==> config.mk <==
export PLATFORM = sky130hd
export DESIGN_NAME = raster_timing_gen
export DESIGN_NICKNAME = d
export VERILOG_FILES = /design/src/rtl/rtg_pkg.sv /design/src/rtl/rtg_regs.sv /design/src/rtl/rtg_pixdiv.sv /design/src/rtl/rtg_axis.sv /design/src/rtl/raster_timing_gen.sv
export SDC_FILE = /design/constraint.sdc
export NUM_CORES = 1
export LEC_CHECK = 0
export BUFFER_PORTS_ARGS = -buffer_cell sky130_fd_sc_hd__buf_2
export CORE_MARGIN = 2
export CORE_UTILIZATION = 63
export CTS_CLUSTER_SIZE = 40
export DETAILED_ROUTE_END_ITERATION = 10
export MAX_ROUTING_LAYER = met4
export PLACE_DENSITY = 0.9
export SLEW_MARGIN = 20
export SYNTH_ARGS = -nofsm -noshare
export SYNTH_HDL_FRONTEND = slang
export SYNTH_SLANG_ARGS = --single-unit
==> constraint.sdc <==
create_clock -name clk -period 6.3 [get_ports clk]
set_input_delay 0.315 -clock clk [delete_from_list [all_inputs] [get_ports clk]]
set_output_delay 0.315 -clock clk [all_outputs]
set_load 0.005 [all_outputs]
==> src/rtl/rtg_pkg.sv <==
package rtg_pkg;

    localparam int CFG_W  = 32;
    localparam int LEN_W  = 12;
    localparam int DIVF_W = 10;

    localparam logic [2:0] A_HTIM = 3'd0;
    localparam logic [2:0] A_VTIM = 3'd1;
    localparam logic [2:0] A_CLK  = 3'd2;
    localparam logic [2:0] A_CTRL = 3'd3;
    localparam logic [2:0] A_STAT = 3'd4;

    typedef enum logic [1:0] {
        EV_SYNC  = 2'd0,
        EV_BACK  = 2'd1,
        EV_ACT   = 2'd2,
        EV_FRONT = 2'd3
    } ev_sel_e;

    typedef struct packed {
        logic [LEN_W-1:0] sync;
        logic [LEN_W-1:0] back;
        logic [LEN_W-1:0] act;
        logic [LEN_W-1:0] front;
    } axis_len_t;

    typedef struct packed {
        logic              bypass;
        logic [DIVF_W-1:0] div_m2;
        logic              inv_v;
        logic              inv_h;
        logic              inv_c;
        logic              inv_de;
    } clk_cfg_t;

    typedef struct packed {
        logic    en;
        logic    ie;
        logic    pwr;
        ev_sel_e sel;
    } ctrl_t;

    // horizontal word: every field carries a minus-one offset, width in units of 16
    function automatic axis_len_t decode_h(input logic [CFG_W-1:0] w);
        axis_len_t r;
        r.sync  = LEN_W'(w[15:8])  + LEN_W'(1);
        r.back  = LEN_W'(w[31:24]) + LEN_W'(1);
        r.act   = LEN_W'({w[7:2], 4'b0000}) + LEN_W'(16);
        r.front = LEN_W'(w[23:16]) + LEN_W'(1);
        return r;
    endfunction

    // vertical word: sync and line count minus one, porches stored as is
    function automatic axis_len_t decode_v(input logic [CFG_W-1:0] w);
        axis_len_t r;
        r.sync  = LEN_W'(w[15:10]) + LEN_W'(1);
        r.back  = LEN_W'(w[31:24]);
        r.act   = LEN_W'(w[9:0]) + LEN_W'(1);
        r.front = LEN_W'(w[23:16]);
        return r;
    endfunction

    function automatic clk_cfg_t decode_c(input logic [CFG_W-1:0] w);
        clk_cfg_t r;
        r.bypass = w[26];
        r.div_m2 = {w[31:27], w[4:0]};
        r.inv_v  = w[11];
        r.inv_h  = w[12];
        r.inv_c  = w[13];
        r.inv_de = w[14];
        return r;
    endfunction

    function automatic ctrl_t decode_ctrl(input logic [CFG_W-1:0] w);
        ctrl_t r;
        r.en  = w[0];
        r.ie  = w[4];
        r.pwr = w[11];
        r.sel = ev_sel_e'(w[13:12]);
        return r;
    endfunction

endpackage

==> src/rtl/rtg_regs.sv <==
module rtg_regs
    import rtg_pkg::*;
#(
    parameter int AW   = 3,
    parameter int DW   = CFG_W,
    parameter int NTIM = 3
) (
    input  logic                      clk,
    input  logic                      rst_n,
    input  logic                      wr_en,
    input  logic [AW-1:0]             wr_addr,
    input  logic [DW-1:0]             wr_data,
    input  logic                      ev_i,
    output logic [NTIM-1:0][DW-1:0]   tim_o,
    output logic [DW-1:0]             ctrl_o,
    output logic                      stat_o
);

    typedef struct packed {
        logic [NTIM-1:0][DW-1:0] tim;
        logic [DW-1:0]           ctrl;
        logic                    stat;
    } st_t;

    st_t  st_d, st_q;
    logic run_q;
    logic clr;

    assign run_q = st_q.ctrl[0];

    always_comb begin
        st_d = st_q;
        clr  = wr_en && (wr_addr == AW'(A_STAT)) && wr_data[0];
        for (int i = 0; i < NTIM; i++) begin
            if (wr_en && !run_q && (wr_addr == AW'(i))) begin
                st_d.tim[i] = wr_data;
            end
        end
        if (wr_en && (wr_addr == AW'(A_CTRL))) begin
            st_d.ctrl = wr_data;
        end
        st_d.stat = ev_i | (st_q.stat & ~clr);
    end

    always_ff @(posedge clk or negedge rst_n) begin
        if (!rst_n) begin
            st_q <= '0;
        end else begin
            st_q <= st_d;
        end
    end

    assign tim_o  = st_q.tim;
    assign ctrl_o = st_q.ctrl;
    assign stat_o = st_q.stat;

    // timing words never move while the raster runs
    p_cfg_frozen_r1: assert property (@(posedge clk) disable iff (!rst_n)
        run_q |=> $stable(st_q.tim));

    // an event always leaves the flag set, clear or not
    p_set_wins_r10: assert property (@(posedge clk) disable iff (!rst_n)
        ev_i |=> st_q.stat);

    // a clear with no event drops the flag
    p_clear_r10: assert property (@(posedge clk) disable iff (!rst_n)
        (clr && !ev_i) |=> !st_q.stat);

endmodule

==> src/rtl/rtg_pixdiv.sv <==
module rtg_pixdiv #(
    parameter int FW = 10
) (
    input  logic          clk,
    input  logic          rst_n,
    input  logic          en,
    input  logic          bypass,
    input  logic [FW-1:0] div_m2,
    output logic          ce,
    output logic          pclk_raw
);

    localparam int CW = FW + 1;

    typedef struct packed {
        logic [CW-1:0] cnt;
    } st_t;

    st_t           st_d, st_q;
    logic [CW-1:0] lim;
    logic [CW-1:0] half;

    always_comb begin
        lim      = CW'(div_m2) + CW'(1);
        half     = CW'(div_m2 >> 1) + CW'(1);
        ce       = en && (bypass || (st_q.cnt == lim));
        pclk_raw = en && !bypass && (st_q.cnt < half);
        st_d     = st_q;
        if (!en || bypass || (st_q.cnt == lim)) begin
            st_d.cnt = '0;
        end else begin
            st_d.cnt = st_q.cnt + CW'(1);
        end
    end

    always_ff @(posedge clk or negedge rst_n) begin
        if (!rst_n) begin
            st_q <= '0;
        end else begin
            st_q <= st_d;
        end
    end

    // a divided strobe is never followed by another one (divisor >= 2)
    p_ce_gap_r2: assert property (@(posedge clk) disable iff (!rst_n)
        (ce && !bypass) |=> !ce);

    // the clock level is high at the start of every divided period
    p_pclk_after_ce_r8: assert property (@(posedge clk) disable iff (!rst_n)
        (ce && !bypass && en) |=> (pclk_raw || !en));

endmodule

==> src/rtl/rtg_axis.sv <==
module rtg_axis #(
    parameter int W = 12
) (
    input  logic         clk,
    input  logic         rst_n,
    input  logic         hold,
    input  logic         step,
    input  logic [W-1:0] len_sync,
    input  logic [W-1:0] len_back,
    input  logic [W-1:0] len_act,
    input  logic [W-1:0] len_front,
    output logic [W-1:0] pos,
    output logic [W-1:0] back_st,
    output logic [W-1:0] act_st,
    output logic [W-1:0] front_st,
    output logic         in_sync,
    output logic         in_act,
    output logic [W-1:0] act_idx,
    output logic         last
);

    typedef struct packed {
        logic [W-1:0] pos;
    } st_t;

    st_t          st_d, st_q;
    logic [W-1:0] total;

    always_comb begin
        back_st  = len_sync;
        act_st   = len_sync + len_back;
        front_st = act_st + len_act;
        total    = front_st + len_front;
        in_sync  = st_q.pos < back_st;
        in_act   = (st_q.pos >= act_st) && (st_q.pos < front_st);
        act_idx  = in_act ? (st_q.pos - act_st) : '0;
        last     = st_q.pos == (total - W'(1));
        st_d     = st_q;
        if (hold) begin
            st_d.pos = '0;
        end else if (step) begin
            st_d.pos = last ? '0 : (st_q.pos + W'(1));
        end
    end

    always_ff @(posedge clk or negedge rst_n) begin
        if (!rst_n) begin
            st_q <= '0;
        end else begin
            st_q <= st_d;
        end
    end

    assign pos = st_q.pos;

    // position stays inside the programmed line or frame
    p_pos_range_r3: assert property (@(posedge clk) disable iff (!rst_n)
        !hold |-> (st_q.pos < total));

    // a step on the last position wraps to the first
    p_wrap_r4: assert property (@(posedge clk) disable iff (!rst_n)
        (step && last) |=> (st_q.pos == '0));

endmodule

==> src/rtl/raster_timing_gen.sv <==
module raster_timing_gen
    import rtg_pkg::*;
#(
    parameter int AW   = 3,
    parameter int XY_W = 10
) (
    input  logic            clk,
    input  logic            rst_n,
    input  logic            wr_en,
    input  logic [AW-1:0]   wr_addr,
    input  logic [31:0]     wr_data,
    output logic            hsync_o,
    output logic            vsync_o,
    output logic            de_o,
    output logic            pclk_o,
    output logic            pix_ce_o,
    output logic [XY_W-1:0] x_o,
    output logic [XY_W-1:0] y_o,
    output logic            irq_o,
    output logic            panel_pwr_o
);

    localparam int NTIM = 3;

    logic [NTIM-1:0][CFG_W-1:0] tim;
    logic [CFG_W-1:0]           ctrl_w;
    logic                       stat;
    axis_len_t                  hl, vl;
    clk_cfg_t                   cc;
    ctrl_t                      ct;

    logic             ce, pclk_raw, v_step, frame_ev, ev_line;
    logic             hs_raw, vs_raw, de_raw;
    logic [LEN_W-1:0] h_pos, h_bst, h_ast, h_fst, h_idx;
    logic [LEN_W-1:0] v_pos, v_bst, v_ast, v_fst, v_idx;
    logic             h_sync, h_act, h_last;
    logic             v_sync, v_act, v_last;

    rtg_regs #(.AW(AW), .DW(CFG_W), .NTIM(NTIM)) u_regs (
        .clk     (clk),
        .rst_n   (rst_n),
        .wr_en   (wr_en),
        .wr_addr (wr_addr),
        .wr_data (wr_data),
        .ev_i    (frame_ev),
        .tim_o   (tim),
        .ctrl_o  (ctrl_w),
        .stat_o  (stat)
    );

    assign hl = decode_h(tim[0]);
    assign vl = decode_v(tim[1]);
    assign cc = decode_c(tim[2]);
    assign ct = decode_ctrl(ctrl_w);

    rtg_pixdiv #(.FW(DIVF_W)) u_div (
        .clk      (clk),
        .rst_n    (rst_n),
        .en       (ct.en),
        .bypass   (cc.bypass),
        .div_m2   (cc.div_m2),
        .ce       (ce),
        .pclk_raw (pclk_raw)
    );

    rtg_axis #(.W(LEN_W)) u_h (
        .clk       (clk),
        .rst_n     (rst_n),
        .hold      (!ct.en),
        .step      (ce),
        .len_sync  (hl.sync),
        .len_back  (hl.back),
        .len_act   (hl.act),
        .len_front (hl.front),
        .pos       (h_pos),
        .back_st   (h_bst),
        .act_st    (h_ast),
        .front_st  (h_fst),
        .in_sync   (h_sync),
        .in_act    (h_act),
        .act_idx   (h_idx),
        .last      (h_last)
    );

    assign v_step = ce && h_last;

    rtg_axis #(.W(LEN_W)) u_v (
        .clk       (clk),
        .rst_n     (rst_n),
        .hold      (!ct.en),
        .step      (v_step),
        .len_sync  (vl.sync),
        .len_back  (vl.back),
        .len_act   (vl.act),
        .len_front (vl.front),
        .pos       (v_pos),
        .back_st   (v_bst),
        .act_st    (v_ast),
        .front_st  (v_fst),
        .in_sync   (v_sync),
        .in_act    (v_act),
        .act_idx   (v_idx),
        .last      (v_last)
    );

    // frame event: first pixel strobe of the first line of the chosen phase
    always_comb begin
        ev_line = 1'b0;
        unique case (ct.sel)
            EV_SYNC:  ev_line = (v_pos == '0);
            EV_BACK:  ev_line = (v_pos == v_bst) && (vl.back != '0);
            EV_ACT:   ev_line = (v_pos == v_ast);
            EV_FRONT: ev_line = (v_pos == v_fst) && (vl.front != '0);
            default:  ev_line = 1'b0;
        endcase
        frame_ev = ce && (h_pos == '0) && ev_line;
    end

    always_comb begin
        hs_raw      = ct.en && h_sync;
        vs_raw      = ct.en && v_sync;
        de_raw      = ct.en && h_act && v_act;
        hsync_o     = hs_raw ^ cc.inv_h;
        vsync_o     = vs_raw ^ cc.inv_v;
        de_o        = de_raw ^ cc.inv_de;
        pclk_o      = pclk_raw ^ cc.inv_c;
        pix_ce_o    = ce;
        x_o         = de_raw ? XY_W'(h_idx) : '0;
        y_o         = de_raw ? XY_W'(v_idx) : '0;
        irq_o       = stat && ct.ie;
        panel_pwr_o = ct.pwr && ct.en;
    end

    // the enable window never overlaps horizontal sync
    p_de_not_sync_r5: assert property (@(posedge clk) disable iff (!rst_n)
        !(de_raw && hs_raw));

    // interrupt output requires the enable bit
    p_irq_masked_r10: assert property (@(posedge clk) disable iff (!rst_n)
        irq_o |-> ct.ie);

    // power only while the raster runs
    p_pwr_needs_en_r11: assert property (@(posedge clk) disable iff (!rst_n)
        panel_pwr_o |-> ct.en);

    // the vertical axis steps only on the last pixel of a line
    p_vstep_r4: assert property (@(posedge clk) disable iff (!rst_n)
        (ct.en && !v_step && $past(ct.en)) |=> ($stable(v_pos) || !ct.en));

endmodule

* Yosys cells after proc, flatten, opt, wreduce, memory -nomap -nowiden
Index checks and enable logic that the tools add are counted.
** Word-level totals
- Input port bits :: 38
- Logic and storage cells :: 104
- Bits in registers :: 146
- Output and inout bits :: 27
** Operators by class
- Eq/ne operators :: 15
- Order comparisons :: 7
- Reduce and logical (&&, ||, !) cells :: 34
- Muxes and demuxes :: 12
- Bitwise operators :: 7
- Add/subtract/negate cells :: 21
** Operators by type and width (count)
- 2-to-1 mux 12 bit :: 6
- 2-to-1 mux 10 bit :: 4
- equality test 12 bit :: 3
- adder 8 x 1 -> 9 bit (second input constant) :: 3
- adder 12 x 1 -> 12 bit (second input constant) :: 2
- adder 12 x 11 -> 12 bit :: 2
- logical NOT 12 bit :: 2
- less-than comparator 12 bit :: 2
- nonzero test 12 bit :: 2
- subtractor 12 x 1 -> 12 bit (second input constant) :: 2
- logical AND 1 bit :: 23
- adder 10 x 1 -> 11 bit (second input constant) :: 2
- subtractor 10 bit :: 2
- adder 12 x 8 -> 12 bit :: 1
- adder 12 x 9 -> 12 bit :: 1
- equality test 12 x 7 -> 1 bit :: 1
- equality test 12 x 9 -> 1 bit :: 1
- greater-or-equal comparator 12 x 10 -> 1 bit :: 1
- greater-or-equal comparator 12 x 9 -> 1 bit :: 1
- less-than comparator 12 x 7 -> 1 bit :: 1
- less-than comparator 12 x 9 -> 1 bit :: 1
- adder 10 x 5 -> 11 bit (second input constant) :: 1
- adder 11 x 1 -> 11 bit (second input constant) :: 1
- equality test 11 bit :: 1
- 22 further kinds :: 30

* Logic depth before layout (Yosys ltp)
- Depth in word-level cells :: 9
- Gate-level depth with buffers :: 26
- Gate-level depth less buffers :: 25

* By module
A second synthesis with hierarchy kept.
** Second synthesis, totals
- Cells, all modules :: 1616
- Area, all modules :: 15020.7 um^2
** By module, submodules not included
- rtg_regs :: area each 4813.4 um^2, cells each 277, instances 1
- rtg_axis at u_v :: area each 3844.9 um^2, cells each 506, instances 1
- rtg_axis at u_h :: area each 3714.8 um^2, cells each 488, instances 1
- raster_timing_gen :: area each 1343.8 um^2, cells each 192, instances 1
- rtg_pixdiv :: area each 1303.8 um^2, cells each 153, instances 1

* Least setup slack after synthesis
Ideal clock, no wire load.
- Kind :: reg2reg
- From :: register u_regs.st_q (netlist bit u_regs.tim_o[8])
- To :: register u_v.st_q (netlist bit u_v.pos[9])
- Data required time :: 6.181 ns
- Setup slack :: 0.585 ns
- Data arrival time :: 5.596 ns
- Path buffers :: 0
- Stages on the path, launching flop included :: 23
- Path through :: dfrtp_1 > ha_1 > xor2_1 > ha_1 > nor2b_1 > o21ai_0 > nand2b_1 > a21o_1 > a21o_1 > xor2_1 > ha_1 > inv_1 > fa_1 > xnor2_1 > ha_1 > xnor2_2 > nor2_1 > a221oi_2 > nand4_1 > or4b_1 > or4b_4 > o41ai_2 > o21ba_2
** On the way
- Longest elaborated chain between the ends :: 8
** RTL lines
- from (decl) :: RTL line rtg_regs.sv:25 : st_t st_d, st_q;
- from (signal assigned) :: RTL line rtg_regs.sv:49 : st_q <= st_d;
- adder 8 x 1 -> 9 bit :: RTL line rtg_pkg.sv:46 : r.sync = LEN_W'(w[15:8]) + LEN_W'(1);
- adder 9 x 9 -> 10 bit :: RTL line rtg_axis.sv:31 : act_st = len_sync + len_back;
- adder 12 x 11 -> 12 bit :: RTL line rtg_axis.sv:32 : front_st = act_st + len_act;
- adder 12 x 9 -> 12 bit :: RTL line rtg_axis.sv:33 : total = front_st + len_front;
- subtractor 12 x 1 -> 12 bit :: RTL line rtg_axis.sv:37 : last = st_q.pos == (total - W'(1));
- equality test 12 bit :: RTL line rtg_axis.sv:37
- logical AND 1 bit :: RTL line raster_timing_gen.sv:85 : assign v_step = ce && h_last;
- inequality test 2 x 1 -> 1 bit (no line)
- to (signal assigned) :: RTL line rtg_axis.sv:50 : st_q <= st_d;
- to (decl) :: RTL line rtg_axis.sv:26 : st_t st_d, st_q;
No other way between the ends.
A chain may end at the register's enable or synchronous reset.

* Final worst setup path
- From :: register u_regs.st_q (netlist bit u_regs.tim_o[8])
- To :: register u_h.st_q (netlist bit u_h.pos[9])
** On the way
- Longest elaborated chain between the ends :: 9
** RTL lines
- adder 8 x 1 -> 9 bit :: RTL line rtg_pkg.sv:46
- adder 9 x 9 -> 10 bit :: RTL line rtg_axis.sv:31
- adder 12 x 11 -> 12 bit :: RTL line rtg_axis.sv:32
- adder 12 x 9 -> 12 bit :: RTL line rtg_axis.sv:33
- subtractor 12 x 1 -> 12 bit :: RTL line rtg_axis.sv:37
- equality test 12 bit :: RTL line rtg_axis.sv:37
- 2-to-1 mux 12 bit :: RTL line rtg_axis.sv:42 : st_d.pos = last ? '0 : (st_q.pos + W'(1));
- 2-to-1 mux 12 bit :: RTL line rtg_axis.sv:41 : end else if (step) begin
- 2-to-1 mux 12 bit :: RTL line rtg_axis.sv:39 : if (hold) begin
- to (signal assigned) :: RTL line rtg_axis.sv:50
- to (decl) :: RTL line rtg_axis.sv:26
No other way between the ends. The select of a mux whose other input is x is not followed.

==> results.cfg <==
[synthesis]
yosysSeqAreaShare_pct = 29.0
yosys.area.top_type_share_pct = 29.0
yosys-top-cells-area = dfrtp_1 (29%), ha_1 (15%), mux2_2 (9.2%)
postSynthRegisterBits = 118
syn_area_mm2 = 0.0102
synthCells = 1095
synth_largest_area_cell = dfrtp_1
synthDistinctLibCells = 69
synth-main-ff-cell = dfrtp_1
syn_avg_cell_area_um2 = 9.29
yosysMostFrequentCell = ha_1
synth_edf_count = 0
synthTopCellsByCount = ha_1 (126), dfrtp_1 (118), inv_1 (116)
synth_nets = 1267
async_flop_share_pct = 100
ys.warnings.count = 0

[detailed_routing]
wl_um = 34800
ant_nets = 0
vias = 9779
drtPass1Iterations = 6
vias_per_cell = 6.92
dr.first_iter.drc_count = 1169
drc = 0
post_drt_wl_per_cell_um = 24.6

[clock_tree]
clockBufferDepth = 2
clk_latency_ns = 0.44
htreeDepth = 4
cts.sinks = 118
cts_root_buf = clkbuf_16
cts_buffers = 17
tritoncts = built
path_clk_slew_ns = 0.07

[floorplan]
initial_core_util_pct = 64.3
design.die.area_mm2 = 0.0172
core_mm2 = 0.0158
io_pins = 65
rows = 46
die_w_um = 131
die-height_um = 131

[cells_and_area]
final_util_pct = 75.4
area_growth_syn_to_layout_pct = 17.2
drive_above_1_share_pct = 22.7
nets = 1355

[sta]
maxSlewViolCount = 0
fin_crit_ns = 6.93
hold_violations = 0
worst_slack_ns = -0.626
fin_skew_ns = 0.0152
timing.fmax_mhz = 144
setup_violations = 45
relSlewSlack_pct = 36.1
post-route-period-util_pct = 110
worst_pin_slew_ns = 0.955
rsz0062_at_grt = yes

[min_path]
worstHoldPathType = input pin to flop

[critical_path]
arrival_ns = 7.22
worstSetupEndpointType = flop
cp_slowest_cell = a2111oi_0
cp.required_ns = 6.59
crit_fanout = 20
worstSetupPathType = flop to flop
start_kind = flop
slowest_delay_ns = 0.73
cp_common_cell = ha_1
cp_cell_sequence = ha_4, buf_4, nand3_1, xnor2_2, ha_1, o21ai_2, a21boi_2, o21ai_1, nand2b_1, xor2_1, ha_1, ha_1, xnor2_1, ha_1, a2111oi_0, o21ai_0, nor3b_1, xnor2_1, or4b_4, o21a_2, a21oi_1, o21ai_0

[global_route]
grt_pass1_wl_um = 47000
grt_max_degree = 70
antenna_found_initial = 2
grt_overflow = 0
first_global_vias = 9175
grt_usage_pct = 37.4

[run]
maxCapViolations = 0

[placed_design]
dpl.hpwl_um = 20500
io_buffers = 64
place_congestion = 0.986

[outcome]
outcome = finished, violations left
violations = setup timing
worst max-delay path: cells and delay by family, from the launching register on:
kind            cells  cell delay, ns
compound gates      8            2.28
xor+xnor            4            1.24
fa+ha+maj           5            1.53
buf+inv             1            0.14
flops               1            0.41
simple gates        4            1.16
flip-flops by register name (all words and copies together) (netlist names):
register	flops
u_regs.tim_o	77
u_h.pos	12
u_v.pos	12
u_div.st_q	11
u_regs.ctrl_o	5
u_regs.stat_o	1
final cells by class:
class                      instances  area (um2)
sequential                       118        2950
clock inverter                    11         150
fill                             936        3900
clock buffer                      21         450
inverter                         117         439
antenna                            2        5.00
tap                              216         270
multi-input combinational        836        7090
timing repair buffer              93         566
placed cells by master (no fill, tap or decap), types with 7 or more instances in the layout:
cell type,synthesis,layout
fa_1,8,7
xnor2_1,75,71
nor3_1,24,14
and3_1,24,24
mux2i_1,8,8
ha_1,126,118
a21o_1,18,18
xor2_1,35,34
and2_1,7,7
ha_4,0,7
nand2b_1,12,11
o21ai_0,42,36
nand3b_1,8,8
buf_2,0,63
o21a_1,19,18
a21oi_1,59,54
o21bai_1,9,9
nor2_1,62,62
clkbuf_16,0,17
nand3_1,36,34
nor2b_1,18,16
dfrtp_1,118,117
nand4_1,17,17
nand2_1,40,40
nor4_1,12,12
inv_1,116,115
nor3_2,0,7
mux2_2,83,83
buf_4,0,24
path summary, 6_finish.rpt:
kind                                    end  slack [ns]  cells past startpoint              from
min reg2reg                u_regs.tim_o[32]        0.51                      1  u_regs.tim_o[32]
min                        u_regs.tim_o[65]        0.13                      2        wr_data[1]
min in group asynchronous  u_regs.tim_o[26]        0.47                      2             rst_n
max                              u_h.pos[9]       -0.63                     22   u_regs.tim_o[8]
max reg2reg                      u_h.pos[9]       -0.63                     22   u_regs.tim_o[8]
max in group asynchronous  u_regs.tim_o[10]        4.41                      3             rst_n
through the flow:
step	hold slack, ns	cell area (um2)	cells	worst slack (ns)	setup TNS [ns]
after global placement	0.393	10700	1359	0.268	0
after detailed placement	0.405	10700	1359	-0.0887	-0.350
after global routing	0.131	11900	1413	-0.715	-22.79
final	0.132	11900	1414	-0.626	-17.96
after floorplan	0.0194	10200	1095	0.585	0
after CTS	0.136	11500	1402	0.00479	0
routing by layer:
layer	vias up	part of all wire, %	GRT usage, %
met3	355	12	6.74
met4	0	9.9	23.9
met1	4484	34	43.7
met5	-	0	-
li1	4064	-	-
met2	876	43	59.5
kinds of logic (layout without fill, tap and decap cells):
kind of cell    Yosys count  after routing  share of synthesized area [%]
xor+xnor                112            112                           9.85
fa+ha+maj               137            137                           17.4
buf+inv                 141            242                           5.28
compound gates          207            207                           13.3
mux                      91             91                           9.97
other cells               0              2                              0
flops                   118            118                           29.0
simple gates            289            289                           15.2
what timing repair did:
action | in CTS | in global routing
cloned | 2 | 0
setup buffers | 8 | 10
hold endpoints to repair | 49 | 0
setup endpoints to repair | 45 | 45
pin swaps | 14 | 34
hold buffers | 1 | 0
resized for setup | 34 | 50
Power is not shown: default switching activity piles up to over one toggle a cycle in this logic, so the estimate is an artifact.
